File: src/rtl/key_debounce_pkg.sv
package key_debounce_pkg;

  typedef enum logic {
    KEY_UP   = 1'b0,
    KEY_DOWN = 1'b1
  } key_state_e;

  function automatic int unsigned top_count(int unsigned clk_hz, int unsigned settle_us);
    int unsigned t;
    t = (clk_hz / 1_000_000) * settle_us;
    return (t == 0) ? 1 : t;
  endfunction

endpackage

File: src/rtl/key_sync.sv
module key_sync #(
  parameter int   STAGES  = 2,
  parameter logic RST_VAL = 1'b1
) (
  input  logic clk_i,
  input  logic rst_ni,
  input  logic d_i,
  output logic q_o
);

  logic [STAGES-1:0] sync_q;

  always_ff @(posedge clk_i or negedge rst_ni) begin
    if (!rst_ni) sync_q <= {STAGES{RST_VAL}};
    else         sync_q <= {sync_q[STAGES-2:0], d_i};
  end

  assign q_o = sync_q[STAGES-1];

endmodule

File: src/rtl/key_integrator.sv
module key_integrator #(
  parameter int unsigned TOP   = 8,
  parameter int unsigned CNT_W = 4
) (
  input  logic             clk_i,
  input  logic             rst_ni,
  input  logic             level_i,
  output logic [CNT_W-1:0] cnt_o,
  output logic             at_bot_o,
  output logic             at_top_o
);

  localparam logic [CNT_W-1:0] TopVal = CNT_W'(TOP);

  logic [CNT_W-1:0] cnt_q, cnt_d;

  always_comb begin
    cnt_d = cnt_q;
    if (level_i && cnt_q != TopVal)        cnt_d = cnt_q + 1'b1;
    else if (!level_i && cnt_q != '0)      cnt_d = cnt_q - 1'b1;
  end

  always_ff @(posedge clk_i or negedge rst_ni) begin
    if (!rst_ni) cnt_q <= TopVal;
    else         cnt_q <= cnt_d;
  end

  assign cnt_o    = cnt_q;
  assign at_bot_o = (cnt_q == '0);
  assign at_top_o = (cnt_q == TopVal);

endmodule

File: src/rtl/key_event.sv
module key_event
  import key_debounce_pkg::*;
(
  input  logic clk_i,
  input  logic rst_ni,
  input  logic at_bot_i,
  input  logic at_top_i,
  output logic pressed_o,
  output logic press_o
);

  key_state_e state_q, state_d;
  logic       pulse_q, pulse_d;

  always_comb begin
    state_d = state_q;
    pulse_d = 1'b0;
    unique case (state_q)
      KEY_UP: if (at_bot_i) begin
        state_d = KEY_DOWN;
        pulse_d = 1'b1;
      end
      KEY_DOWN: if (at_top_i) state_d = KEY_UP;
      default: state_d = KEY_UP;
    endcase
  end

  always_ff @(posedge clk_i or negedge rst_ni) begin
    if (!rst_ni) begin
      state_q <= KEY_UP;
      pulse_q <= 1'b0;
    end else begin
      state_q <= state_d;
      pulse_q <= pulse_d;
    end
  end

  assign pressed_o = (state_q == KEY_DOWN);
  assign press_o   = pulse_q;

endmodule

File: src/rtl/key_debounce_ch.sv
module key_debounce_ch #(
  parameter int unsigned TOP   = 8,
  parameter int unsigned CNT_W = 4
) (
  input  logic clk_i,
  input  logic rst_ni,
  input  logic key_ni,
  output logic pressed_o,
  output logic press_o
);

  logic             key_s;
  logic [CNT_W-1:0] cnt;
  logic             at_bot, at_top;

  key_sync #(.STAGES(2), .RST_VAL(1'b1)) u_sync (
    .clk_i (clk_i),
    .rst_ni(rst_ni),
    .d_i   (key_ni),
    .q_o   (key_s)
  );

  key_integrator #(.TOP(TOP), .CNT_W(CNT_W)) u_int (
    .clk_i   (clk_i),
    .rst_ni  (rst_ni),
    .level_i (key_s),
    .cnt_o   (cnt),
    .at_bot_o(at_bot),
    .at_top_o(at_top)
  );

  key_event u_evt (
    .clk_i    (clk_i),
    .rst_ni   (rst_ni),
    .at_bot_i (at_bot),
    .at_top_i (at_top),
    .pressed_o(pressed_o),
    .press_o  (press_o)
  );

endmodule

File: src/rtl/key_debounce.sv
module key_debounce #(
  parameter int unsigned NUM_KEYS    = 2,
  parameter int unsigned CLK_HZ      = 50_000_000,
  parameter int unsigned DEBOUNCE_US = 5000
) (
  input  logic                clk_i,
  input  logic                rst_ni,
  input  logic [NUM_KEYS-1:0] key_ni,
  output logic [NUM_KEYS-1:0] pressed_o,
  output logic [NUM_KEYS-1:0] press_o
);

  localparam int unsigned Top  = key_debounce_pkg::top_count(CLK_HZ, DEBOUNCE_US);
  localparam int unsigned CntW = $clog2(Top + 1);

  for (genvar k = 0; k < NUM_KEYS; k++) begin : g_key
    key_debounce_ch #(.TOP(Top), .CNT_W(CntW)) u_ch (
      .clk_i    (clk_i),
      .rst_ni   (rst_ni),
      .key_ni   (key_ni[k]),
      .pressed_o(pressed_o[k]),
      .press_o  (press_o[k])
    );
  end

endmodule

File: config.mk
export PLATFORM = sky130hd
export DESIGN_NAME = key_debounce
export DESIGN_NICKNAME = d
export VERILOG_FILES = /design/src/rtl/key_debounce_pkg.sv /design/src/rtl/key_sync.sv /design/src/rtl/key_integrator.sv /design/src/rtl/key_event.sv /design/src/rtl/key_debounce_ch.sv /design/src/rtl/key_debounce.sv
export SDC_FILE = /design/constraint.sdc
export NUM_CORES = 1
export LEC_CHECK = 0
export ABC_AREA = 1
export BUFFER_PORTS_ARGS = -buffer_cell sky130_fd_sc_hd__buf_2
export CORE_UTILIZATION = 50
export DETAILED_ROUTE_END_ITERATION = 16
export PLACE_DENSITY_LB_ADDON = 0.3
export SETUP_SLACK_MARGIN = 0.3
export SYNTH_ARGS = -nofsm -noshare
export SYNTH_HDL_FRONTEND = slang
export SYNTH_HIERARCHICAL = 1
export SYNTH_SLANG_ARGS = --single-unit
File: constraint.sdc
create_clock -name clk_i -period 2.8 [get_ports clk_i]
set_clock_uncertainty 0.2 [all_clocks]
set_input_delay 0.14 -clock clk_i [delete_from_list [all_inputs] [get_ports clk_i]]
set_output_delay 0.14 -clock clk_i [all_outputs]
set_load 0.01 [all_outputs]
-- Yosys cells after proc, flatten, opt, wreduce, memory -nomap -nowiden
Index checks and enable logic that the tools add are counted.
- reductions and logical operators: 12
- add/subtract/negate cells: 4
- mux-type cells: 12
- eq/ne operators: 4
- bitwise operators: 2
- operator list (operator ; number):
    two-way mux 18 bit ; 4
    adder 18 x 1 -> 18 bit, second input constant ; 2
    equality test 18 bit, second input constant ; 2
    zero test 18 bit ; 2
    inequality test 18 bit, second input constant ; 2
    nonzero test 18 bit ; 2
    subtractor 18 x 1 -> 18 bit, second input constant ; 2
    two-way mux 1 bit ; 6
    logical AND 1 bit ; 4
    case mux 1 bit (2 select lines) ; 2
    nonzero test 2 bit ; 2
    zero test 1 bit ; 2
    inverter 1 bit ; 2
- input bits: 4
- output and inout port bits: 4
- flip-flop bits (word level): 44

-- Logic depth before layout (Yosys ltp)
Gate-level depths: netlist of run 1.
- depth after elaboration: 4
- mapped depth: 18

-- By module
The synthesis of run 1 kept the hierarchy.
- by module, submodules not included (module ; area an instance (µm²) ; seq. area each (µm²) ; times used ; cells an instance):
    key_integrator at g_key[0].u_ch.u_int ; 1621.6 ; 459.2 ; 1 ; 237
    key_integrator at g_key[1].u_ch.u_int ; 1621.6 ; 459.2 ; 1 ; 236
    key_event ; 77.6 ; 50.0 ; 2 ; 8
    key_sync ; 52.6 ; 52.6 ; 2 ; 2

-- Worst setup path before layout of run 1
OpenSTA, ideal clock, no wires.
- path kind: register to register
- start point: register g_key[0].u_ch.u_int.cnt_q[12]
- end point: register g_key[0].u_ch.u_int.cnt_q[10]
- slack: 0.276 ns
- library setup time: 0.120 ns
- data required time: 2.480 ns
- data arrival time: 2.204 ns
- cell stages (with the launch flop): 15
- cells stage by stage: dfstp_2 > nand4_1 > nor3_1 > nand3_1 > nand2_2 > inv_1 > fa_1 > o21ai_2 > nand2_1 > nand2_1 > nand3_1 > nand2_1 > nand2_1 > inv_1 > nor2_1
- word-level cells in the longest chain between the ends: 3
- RTL lines (item ; line ; RTL):
    from (decl) ; key_integrator.sv:15 ; logic [CNT_W-1:0] cnt_q, cnt_d;
    from (signal assigned) ; key_integrator.sv:24 ; if (!rst_ni) cnt_q <= TopVal;
    from (signal assigned) ; key_integrator.sv:25 ; else cnt_q <= cnt_d;
    inequality test 18 bit or nonzero test 18 bit (tied branches) ; key_integrator.sv:19, key_integrator.sv:20 ;
    logical AND 1 bit, on equally long branches ; key_integrator.sv:19, key_integrator.sv:20 ;
    two-way mux 18 bit or nonzero test 2 bit (tied branches) ; - ;
Parallel ways exist; a longest one is shown, timed or not.
A chain may end at the register's enable or synchronous reset.

-- Worst setup path after layout of run 1
- start point: register g_key[0].u_ch.u_int.cnt_q[11]
- end point: register g_key[0].u_ch.u_int.cnt_q[10]
Same word-level chain as after synthesis.

==> results of run 1 <==
power by group through the flow:
stage	registers, uW	logic (uW)	clock network [uW]
after floorplan	1150	2040	0
after global placement	1210	2470	0
after detailed placement	1220	2530	0
after CTS	1230	3450	425
after global routing	1280	4830	458
final	1250	4540	426
cells in the mapped netlist:
cell / n / share of area
inv_2: 2 / 0.0021
o21ai_2: 4 / 0.010
inv_1: 57 / 0.061
nand3_2: 3 / 0.0086
fa_1: 2 / 0.011
buf_6: 2 / 0.0064
a21oi_1: 36 / 0.051
nand2_1: 133 / 0.14
nor2_1: 64 / 0.069
o21ai_0: 18 / 0.026
nand2_4: 2 / 0.0064
nand3b_1: 4 / 0.0086
nor3_1: 6 / 0.0086
nand3_1: 32 / 0.046
o21ai_1: 1 / 0.0014
dfrtp_1: 26 / 0.19
o21bai_1: 1 / 0.0021
or2_0: 2 / 0.0036
nand4_1: 4 / 0.0071
and2_1: 2 / 0.0036
xnor2_1: 10 / 0.025
and3_1: 2 / 0.0036
xor2_1: 6 / 0.015
clkinv_2: 2 / 0.0029
nor3_2: 2 / 0.0057
dfstp_2: 18 / 0.13
ha_1: 32 / 0.11
nor4_1: 6 / 0.011
nand2_2: 10 / 0.018
a21oi_2: 2 / 0.0050
a21o_1: 2 / 0.0043
critical path, cell delays in order (launching register included):
cell and delay, ps:
dfrtp_1 450, nor2_1 140, nand2_1 130, nor2_1 170
nand3_2 130, nand2_4 140, buf_6 150, ha_4 220
a21oi_4 190, o21ai_4 90, nand2_1 100, nand2_2 100
nand3_2 80, nand2_2 70, o21ai_2 140, nor2_1 50
metal layers:
| metal | vias to the layer above | share of wire | global-route usage |
|---|---|---|---|
| met4 | 0 | 0.045 | 0.09545 |
| met5 | - | 0 | 0 |
| met2 | 209 | 0.48 | 0.4902 |
| li1 | 1738 | - | - |
| met1 | 1848 | 0.40 | 0.3626 |
| met3 | 61 | 0.070 | 0.04524 |
registers in the layout (all words and copies together), names as in the netlist:
name and count:
g_key.u_ch/u_evt/press_o 2, g_key.u_ch/u_evt/pressed_o 2, g_key.u_ch/u_sync/sync_q 4, g_key.u_ch/u_int/cnt_o 36
cell usage in the layout, fill, tap and decap left out, drive strengths merged, types with 8 or more instances in the layout:
master  synthesis  final
dfrtp          26     26
inv            59     59
xnor2          10     10
nand2         145    145
buf             2     61
nor2           64     64
nor3            8      8
dfstp          18     18
a21oi          38     38
nand3          35     35
ha             32     32
o21ai          23     23
final cells by class:
class | count | share of cell area
clock inverter | 3 | 0.003650
sequential | 44 | 0.2187
tap | 96 | 0.02336
multi-input combinational | 386 | 0.5908
inverter | 61 | 0.04501
clock buffer | 5 | 0.01338
timing repair buffer | 64 | 0.1051
per-stage QoR:
stage | setup TNS [ps] | total power (uW)
after global placement | 0 | 3681
after global routing | -14.76 | 6572
after CTS | 0 | 5114
final | 0 | 6220
after floorplan | 0 | 3184
after detailed placement | 0 | 3747
timing repair:
action | 4_1_cts | 5_1_grt
gates resized for setup | 118 | 100
pin swaps | 35 | 40
setup buffers | 29 | 21
hold endpoints to repair | 28 | 0
endpoints found under the setup margin | 26 | 30
hold buffers | 3 | 0
cells by family (layout without fill, tap and decap cells):
family,Yosys count,in the layout,share of synthesized area
AO/OA/AOI/OAI,64,64,0.1000
XOR/XNOR,16,16,0.04000
AND/OR/NAND/NOR,272,272,0.3411
adder cells (fa/ha/maj),34,34,0.1257
buffers and inverters,63,133,0.07250
flip-flops,44,44,0.3207
how the worst min path moves through the flow:
stage / to / depth (start not counted)
floorplan: g_key[0].u_ch/u_evt/press_o$_DFF_PN0_ / 0
global placement: g_key[1].u_ch/u_sync/sync_q[0]$_DFF_PN1_ / 1
detailed placement: g_key[1].u_ch/u_sync/sync_q[0]$_DFF_PN1_ / 1
CTS: g_key[1].u_ch/u_sync/sync_q[1]$_DFF_PN1_ / 0
global route: g_key[1].u_ch/u_sync/sync_q[1]$_DFF_PN1_ / 0
finish: g_key[1].u_ch/u_sync/sync_q[1]$_DFF_PN1_ / 0
==> results.md, run 1 <==
- Die outline area: 0.007345 mm2
- Portion of total power attributed to combinational logic: 0.730
- Placement-stage worst setup slack: 33.44 ps
- Placed cell count: 598
- Largest net degree at the start of global routing: 45
- Avg Synthesized Cell Area: 7.106 um2
- Clock Latency Late Sink: 320 ps
- Final slew viol count: 0
- Number of optimization iterations in the first detailed-route pass: 5
- Wire length of the first global-routing pass: 16500 um
- H-tree Lvls: 2
- Instance area after placement: 0.003676 mm2
- Weighted congestion at the end of routability-driven global placement: 0.9225
- P per Cell Area: 1210 mW/mm2
- Synth warn: 6
- Placeable core region: 0.006794 mm2
- Post-layout utilization of the core: 0.7569
- Maximum fanout count along the critical path: 5
- Leak Pwr: 0.002373 uW
- Global Route Usage Sum: 0.2840
- Via density per instance: 5.851
- Reg2Reg Launch Point: g_key[0].u_ch/u_int/cnt_o[11]$_DFFE_PN0P_
- Final hold violation count: 0
- Required time worst endpoint: 2810 ps
- Remaining global-route overflow: 0
- Mapped Nets: 531
- Relative max-transition margin: 0.3297
- Initial standard-cell utilization of the core: 0.5157
- Layout net count: 600
- Critical setup path kind: flop to flop
- Die Height: 85.71 um
- Max clock buf depth: 2
- Filler Cell Count: 401
- Unrepaired setup endpoints after global routing: yes
- Minimum clock period after layout: 2686 ps
- Worst vdd rail ir drop: 0.5488 mV
- Cell count after synthesis: 493
- Routed length per instance: 17.71 um
- Clock-pin slew reported for the worst setup and hold paths after clock tree synthesis: 90 ps
- Endpoint of the worst register-to-register path: g_key[0].u_ch/u_int/cnt_o[10]$_DFFE_PN0P_
- TritonCTS clock tree: yes
- Timing-limited maximum frequency: 372.3 MHz
- Placement Rows: 30
- Area taken by multi-input logic gates: 0.003038 mm2
- Share of post-route cells with drive strength above 1: 0.4778
- Number of global-route vias before repair: 3513
- Area of all sequential standard cells: 0.001125 mm2
- Final setup slack of the worst path: 113.8 ps
- Ports placed on the boundary: 8
- Final standard cell count with taps included and fillers excluded: 659
- TritonCTS Sinks: 44
- Detailed Route WL: 11670 um
- Area of the mapped netlist: 0.003503 mm2
- Final instance area: 0.005142 mm2
- Synthesized flop and latch total: 44
- Transition at the pin with the smallest max-transition slack: 1005 ps
- Internal reg-to-reg setup slack: 110 ps
- Area growth from synthesis to layout: 46.79%
- Switching share of power: 0.4944
- Worst setup path endpoint: g_key[0].u_ch/u_int/cnt_o[10]$_DFFE_PN0P_
- CTS Buf Count: 5
- Hold crit path type: flop to flop
- Maximum capacitance violations: 0
- Power Internal: 3145 uW
- Startpoint types: flop
- NetSw: 3075 uW
- Data arrival time at the worst-slack endpoint: 2700 ps
- Starting DRT DRC Count: 374
- Status: completed
- Horizontal extent of the die: 85.71 um
- Crit path capture type: flop
- Min-Delay Startpoint: g_key[1].u_ch/u_sync/sync_q[0]$_DFF_PN1_
- Sequential-to-total area share from yosys stat: 0.3207
- Final-layout worst hold slack: 163.0 ps
- Remaining antenna violation count: 0
- Clk Tree Root Cell: clkbuf_8
- Antenna violations before repair: 0
- Total via count in the routed design: 3856
- Distinct cell type count after synthesis: 31
- R2R cell count: 15
- Final Cycle Share: 0.9593
- Half-perimeter wire length after detailed placement: 6194 um
- Clock power frac: 0.068
- Final setup viols: 0
- Count of antenna diodes in the layout: 0
- # DRC: 0
- Sequential share of power: 0.202
- Input/output buffers: 7
- CP startpoint: g_key[0].u_ch/u_int/cnt_o[11]$_DFFE_PN0P_
(Power assumes the default switching activity.)
==> run 2: changes to the inputs <==
CORE_UTILIZATION = 30   (was 50)
==> results.md, run 2 (same netlist as run 1, synthesis figures left out) <==
- Antenna violations before repair: 0
- Most used cell along the critical path: buf_6
- Total negative setup slack: 0 ps
- Transition at the pin with the smallest max-transition slack: 967.3 ps
- Half-perimeter wire length after detailed placement: 6369 um
- Number of optimization iterations in the first detailed-route pass: 5
- Placed cell count: 648
- Total buffers and inverters traversed by the critical path: 3
- Largest net degree at the start of global routing: 43
- Timing-limited maximum frequency: 374.7 MHz
- Maximum capacitance violations: 0
- H-tree Lvls: 2
- Die outline area: 0.01211 mm2
- Total Power: 6425 uW
- P per Cell Area: 1185 mW/mm2
- Most frequent cells in the layout: nand2_1, nor2_1, buf_4
- Number of global-route vias before repair: 3400
- Highest-delay cell along the critical path: dfstp_2
- TritonCTS Sinks: 44
- Input/output buffers: 7
- Biggest cell delay along the critical path: 530 ps
- Final setup viols: 0
- TritonCTS clock tree: yes
- Filler Cell Count: 1028
- Status: completed
- Maximum fanout count along the critical path: 6
- Die Height: 110.1 um
- Leak Pwr: 0.002488 uW
- Area growth from synthesis to layout: 54.82%
- Via density per instance: 5.049
- Total via count in the routed design: 3625
- Remaining global-route overflow: 0
- Wire length of the first global-routing pass: 15640 um
- Critical-path cell list: nand4_1 > nor3_2 > nand3_2 > nand2_4 > buf_6 > ha_4 > a21oi_4 > o21ai_4 > nand2_1 > nand2_2 > buf_4 > buf_6 > xnor2_2 > nor2_1
- Clk Tree Root Cell: clkbuf_16
- Most frequent standard cell in the layout excluding fill and tap cells: nand2_1
- Clock-pin slew reported for the worst setup and hold paths after clock tree synthesis: 60 ps
- Routed length per instance: 14.69 um
- Detailed Route WL: 10550 um
- Share of post-route cells with drive strength above 1: 0.5026
- Global Route Usage Sum: 0.1641
- Worst vdd rail ir drop: 0.5921 mV
- Placement Rows: 39
- CP top delay family: simple AND/OR/NAND/NOR gates
- Placeable core region: 0.01142 mm2
- Clock Latency Late Sink: 290 ps
- Remaining antenna violation count: 0
- Minimum clock period after layout: 2669 ps
- Data arrival time at the worst-slack endpoint: 2670 ps
- Crit path capture type: flop
- Layout net count: 612
- Weighted congestion at the end of routability-driven global placement: 0.8492
- Starting DRT DRC Count: 201
- Final slew viol count: 0
- Horizontal extent of the die: 110.1 um
- Hold crit path type: flop to flop
- Min-Delay Startpoint: g_key[1].u_ch/u_sync/sync_q[0]$_DFF_PN1_
- # DRC: 0
- Ports placed on the boundary: 8
- Required time worst endpoint: 2800 ps
- Reg2Reg Launch Point: g_key[1].u_ch/u_int/cnt_o[12]$_DFFE_PN1P_
- Largest register FFs: 36
- Count of antenna diodes in the layout: 0
- Startpoint types: flop
- Unrepaired setup endpoints after global routing: yes
- Max clock buf depth: 2
- Final standard cell count with taps included and fillers excluded: 718
- Relative max-transition margin: 0.3551
- CP startpoint: g_key[1].u_ch/u_int/cnt_o[12]$_DFFE_PN1P_
- CTS Buf Count: 5
- Final hold violation count: 0
- Final Cycle Share: 0.9531
- Initial standard-cell utilization of the core: 0.3068
- Critical setup path kind: flop to flop
==> run 2: changes by cell type in the layout (fill, tap and decap cells not counted), sizes merged <==
cell and delta:
clkbuf +2, nand2 +1, buf +11, clkinvlp +1, clkinv -3
==> run 2: path summary, 6_finish.rpt <==
path                                                             endpoint  slack, ps  depth (start not counted)
worst max register to register   g_key[1].u_ch/u_int/cnt_o[6]$_DFFE_PN0P_        130                         14
worst max-delay path             g_key[1].u_ch/u_int/cnt_o[6]$_DFFE_PN0P_        130                         14
worst min register to register   g_key[1].u_ch/u_sync/sync_q[1]$_DFF_PN1_        160                          0
worst min-delay path             g_key[1].u_ch/u_sync/sync_q[1]$_DFF_PN1_        160                          0
min in group asynchronous        g_key[0].u_ch/u_int/cnt_o[9]$_DFFE_PN0P_        340                          2
max in group asynchronous       g_key[0].u_ch/u_int/cnt_o[14]$_DFFE_PN1P_       1320                          3
==> run 2: routing by layer <==
layer / vias up / share of wire / track usage
li1: 1770 / - / -
met1: 1776 / 0.43 / 0.1983
met3: 24 / 0.023 / 0.02587
met5: - / 0 / 0
met2: 55 / 0.52 / 0.2955
met4: 0 / 0.028 / 0.05238
==> run 2: timing repair <==
action / in CTS / in global routing
resized for setup: 68 / 166
hold buffers: 3 / 0
endpoints found under the setup margin: 25 / 29
setup buffers: 28 / 30
endpoints found under the hold margin: 28 / 0
gates cloned: 1 / 0
pin swaps: 24 / 50
==> run 2: layout make-up <==
cell class              count  area [um2]  share of cell area
clock buffers               7       142.6             0.02630
clock inverters             1       7.507            0.001384
inverters                  61       234.0             0.04314
multi-input cells         387        3110              0.5735
flip-flops and latches     44        1125              0.2074
well taps                 143       178.9             0.03299
repair buffers             75       625.6              0.1153
==> run 2: where the power goes <==
part	switching, uW	internal (uW)	total [uW]	leakage, uW
registers	263	982	1250	0.000504
logic	2460	2110	4570	0.00191
clock network	254	356	610	0.0000701
==> run 2: worst reg2reg max path, delay by kind of cell, from the launching register on <==
| family | cells | cell delay, ps |
|---|---|---|
| xor gates and xnor gates | 1 | 110 |
| AOI/OAI and AO/OA | 2 | 240 |
| DFF | 1 | 530 |
| adders and majority gates | 1 | 210 |
| and+or+nand+nor | 7 | 900 |
| buffers and inverters | 3 | 380 |
==> run 2: through the flow <==
| stage | hold slack [ps] | instance area [um2] | setup slack, ps | util |
|---|---|---|---|---|
| after CTS | 157.5 | 4481 | 227.1 | 0.3924 |
| after detailed placement | 46.52 | 3757 | 74.68 | 0.3291 |
| final | 156.6 | 5424 | 131.3 | 0.4750 |
| after floorplan | -355.6 | 3513 | 343.9 | - |
| after global placement | 45.33 | 3757 | 110.1 | 0.3291 |
| after global routing | 164.4 | 5424 | 40.59 | 0.4750 |
==> run 3: changes to the inputs <==
ABC_AREA = unset   (was 1)
SETUP_SLACK_MARGIN = 0.1   (was 0.3)
==> results.md, run 3 <==
- Routed length per instance: 15.34 um
- Power Internal: 3906 uW
- Highest-delay cell along the critical path: dfrtp_1
- Maximum fanout count along the critical path: 5
- Status: finished with violations
- Clock Latency Late Sink: 300 ps
- TritonCTS Sinks: 44
- Global Route Usage Sum: 0.1860
- Unrepaired setup endpoints after global routing: yes
- TritonCTS clock tree: yes
- Area taken by multi-input logic gates: 0.002765 mm2
- Biggest cell delay along the critical path: 410 ps
- Critical path depth: 12
- Sequential-to-total area share from yosys stat: 0.3338
- Portion of total power attributed to combinational logic: 0.739
- Most used DFF post-synth: dfrtp_1
- Synthesized flop and latch total: 44
- Worst setup path endpoint: g_key[1].u_ch/u_int/cnt_o[17]$_DFFE_PN1P_
- Die outline area: 0.01165 mm2
- Placement-stage worst setup slack: -464.2 ps
- Area growth from synthesis to layout: 62.30%
- Share of flip-flops with an asynchronous set or reset: 1.000
- Antenna violations before repair: 0
- Most used standard cell by instance count after synthesis: nor2_1
- Placeable core region: 0.01089 mm2
- Clock power frac: 0.076
- Largest register FFs: 36
- Total buffers and inverters traversed by the critical path: 1
- Critical setup path kind: flop to flop
- Total Power: 6547 uW
- Post-layout utilization of the core: 0.5017
- Layout net count: 574
- Final setup slack of the worst path: -308.8 ps
- CP startpoint: g_key[1].u_ch/u_int/cnt_o[6]$_DFFE_PN0P_
- Endpoint of the worst register-to-register path: g_key[1].u_ch/u_int/cnt_o[17]$_DFFE_PN1P_
- Share of post-route cells with drive strength above 1: 0.5214
- P per Cell Area: 1198 mW/mm2
- NetSw: 2641 uW
- Relative max-transition margin: 0.3147
- Largest net degree at the start of global routing: 45
- Half-perimeter wire length after detailed placement: 7631 um
- Cell count after synthesis: 377
- Minimum clock period after layout: 3109 ps
- Cell types with the highest counts after synthesis: nor2_1, ha_1, a21oi_1
- Starting DRT DRC Count: 130
- Internal reg-to-reg setup slack: -310 ps
- Count of antenna diodes in the layout: 0
- Most frequent standard cell in the layout excluding fill and tap cells: buf_4
- Number of optimization iterations in the first detailed-route pass: 4
- Horizontal extent of the die: 107.9 um
- Violations in the final reports: setup timing
- Crit path capture type: flop
- Cell taking the most area after synthesis: dfrtp_1
- Placement Rows: 38
- Leak Pwr: 0.002393 uW
- Most used cell along the critical path: mux2i_1
- Synth top area cells: dfrtp_1, dfstp_2, ha_1, a21oi_1, nor2_1
- Portion of synthesized cell area occupied by the leading cell type: 0.1933
- Input/output buffers: 7
- Remaining global-route overflow: 0
- Final hold violation count: 0
- Final slew viol count: 0
- Hold crit path type: flop to flop
- Number of global-route vias before repair: 3546
- Transition at the pin with the smallest max-transition slack: 1028 ps
- Timing-limited maximum frequency: 321.7 MHz
- Startpoint types: flop
- Maximum capacitance violations: 0
- R2R cell count: 12
- Final Cycle Share: 1.110
- Post-synth EDFFs: 0
- CP top delay family: simple AND/OR/NAND/NOR gates
- Wire length of the first global-routing pass: 16940 um
- Most frequent cells in the layout: buf_4, nor2_1, dfrtp_1
- Clk Tree Root Cell: clkbuf_8
- Worst vdd rail ir drop: 0.5721 mV
- Remaining antenna violation count: 0
- Weighted congestion at the end of routability-driven global placement: 0.8588
- Required time worst endpoint: 2830 ps
- H-tree Lvls: 2
- Data arrival time at the worst-slack endpoint: 3140 ps
- Initial standard-cell utilization of the core: 0.3091
- Via density per instance: 5.087
- Clock-pin slew reported for the worst setup and hold paths after clock tree synthesis: 90 ps
- Critical-path cell list: nor4_2 > nand3_2 > nor3_4 > or2b_4 > ha_1 > a21oi_2 > o21ai_0 > a221oi_1 > buf_4 > o211ai_2 > mux2i_1 > mux2i_1
- Ports placed on the boundary: 8
- Area of all sequential standard cells: 0.001124 mm2
- Distinct cell type count after synthesis: 64
- Die Height: 107.9 um
- # DRC: 0
- Switching share of power: 0.4034
- Area of the mapped netlist: 0.003366 mm2
- Reg2Reg Launch Point: g_key[1].u_ch/u_int/cnt_o[6]$_DFFE_PN0P_
- CTS Buf Count: 5
- Detailed Route WL: 10390 um
- Final setup viols: 24
- Total via count in the routed design: 3444
- Sequential share of power: 0.185
- Filler Cell Count: 971
- Mapped Nets: 415
- Total negative setup slack: -4205 ps
- Avg Synthesized Cell Area: 8.928 um2
- Max clock buf depth: 2
- Synth warn: 6
==> run 3: cell count changes in the layout (fill, tap and decap cells not counted), moves of 11 or more <==
cell / change
nor2_1: -14
a21oi_2: -13
nand2_2: -45
buf_4: +90
nand2_4: -17
o21a_1: +11
nor3_1: +14
inv_1: -32
nand2_1: -57
a21oi_1: +11
==> run 3: layout make-up <==
class	instances	area share
multi-input cells	310	0.5062
repair buffers	158	0.2231
flip-flops and latches	44	0.2057
well taps	140	0.03207
clock buffers	7	0.01970
inverters	17	0.01168
clock inverters	1	0.001603
==> run 3: cells by family after synthesis <==
group,count (synthesis),synth area share
simple gates,144,0.2271
compound gates,111,0.2212
flops,44,0.3338
fa+ha+maj,34,0.1309
buf+inv,24,0.03011
xor+xnor,13,0.03383
mux,7,0.02305
==> run 3: power groups by stage <==
stage          logic (uW)  clock network [uW]  registers, uW
2_1_floorplan        2220                   0           1200
3_3_place_gp         3970                   0           1180
3_5_place_dp         4010                   0           1180
4_1_cts              4530                 512           1190
5_1_grt              5240                 546           1240
6_report             4840                 500           1210
==> run 3: how the worst min path moves through the flow <==
stage / startpoint / depth (start not counted) / to / slack, ps
6_report: g_key[0].u_ch/u_sync/sync_q[0]$_DFF_PN1_ / 0 / g_key[0].u_ch/u_sync/sync_q[1]$_DFF_PN1_ / 160
5_1_grt: g_key[1].u_ch/u_sync/sync_q[0]$_DFF_PN1_ / 0 / g_key[1].u_ch/u_sync/sync_q[1]$_DFF_PN1_ / 170
4_1_cts: g_key[0].u_ch/u_sync/sync_q[0]$_DFF_PN1_ / 0 / g_key[0].u_ch/u_sync/sync_q[1]$_DFF_PN1_ / 160
3_5_place_dp: key_ni[0] / 1 / g_key[0].u_ch/u_sync/sync_q[0]$_DFF_PN1_ / 50
3_3_place_gp: key_ni[1] / 1 / g_key[1].u_ch/u_sync/sync_q[0]$_DFF_PN1_ / 40
2_1_floorplan: rst_ni / 0 / g_key[0].u_ch/u_evt/press_o$_DFF_PN0_ / -360
==> run 3: layer usage <==
layer	part of all wire	track usage
met5	0	0
met3	0.021	0.02966
met4	0.0097	0.04501
met1	0.43	0.2229
met2	0.54	0.3439
==> run 3: timing repair <==
item                       4_1_cts  5_1_grt
gates cloned                     1        0
hold buffers                     3        0
resized for setup               51       29
setup endpoints to repair       27       30
setup buffers                    5       11
pin swaps                       31       44
hold endpoints to repair        28        0
==> run 3: metrics by stage <==
stage	hold slack (ps)	instance area, um2	instances
after CTS	163.5	5254	668
after global placement	44.69	4748	651
final	160.8	5463	677
after detailed placement	51.36	4748	651
after global routing	167.8	5463	677
after floorplan	-355.6	3560	377
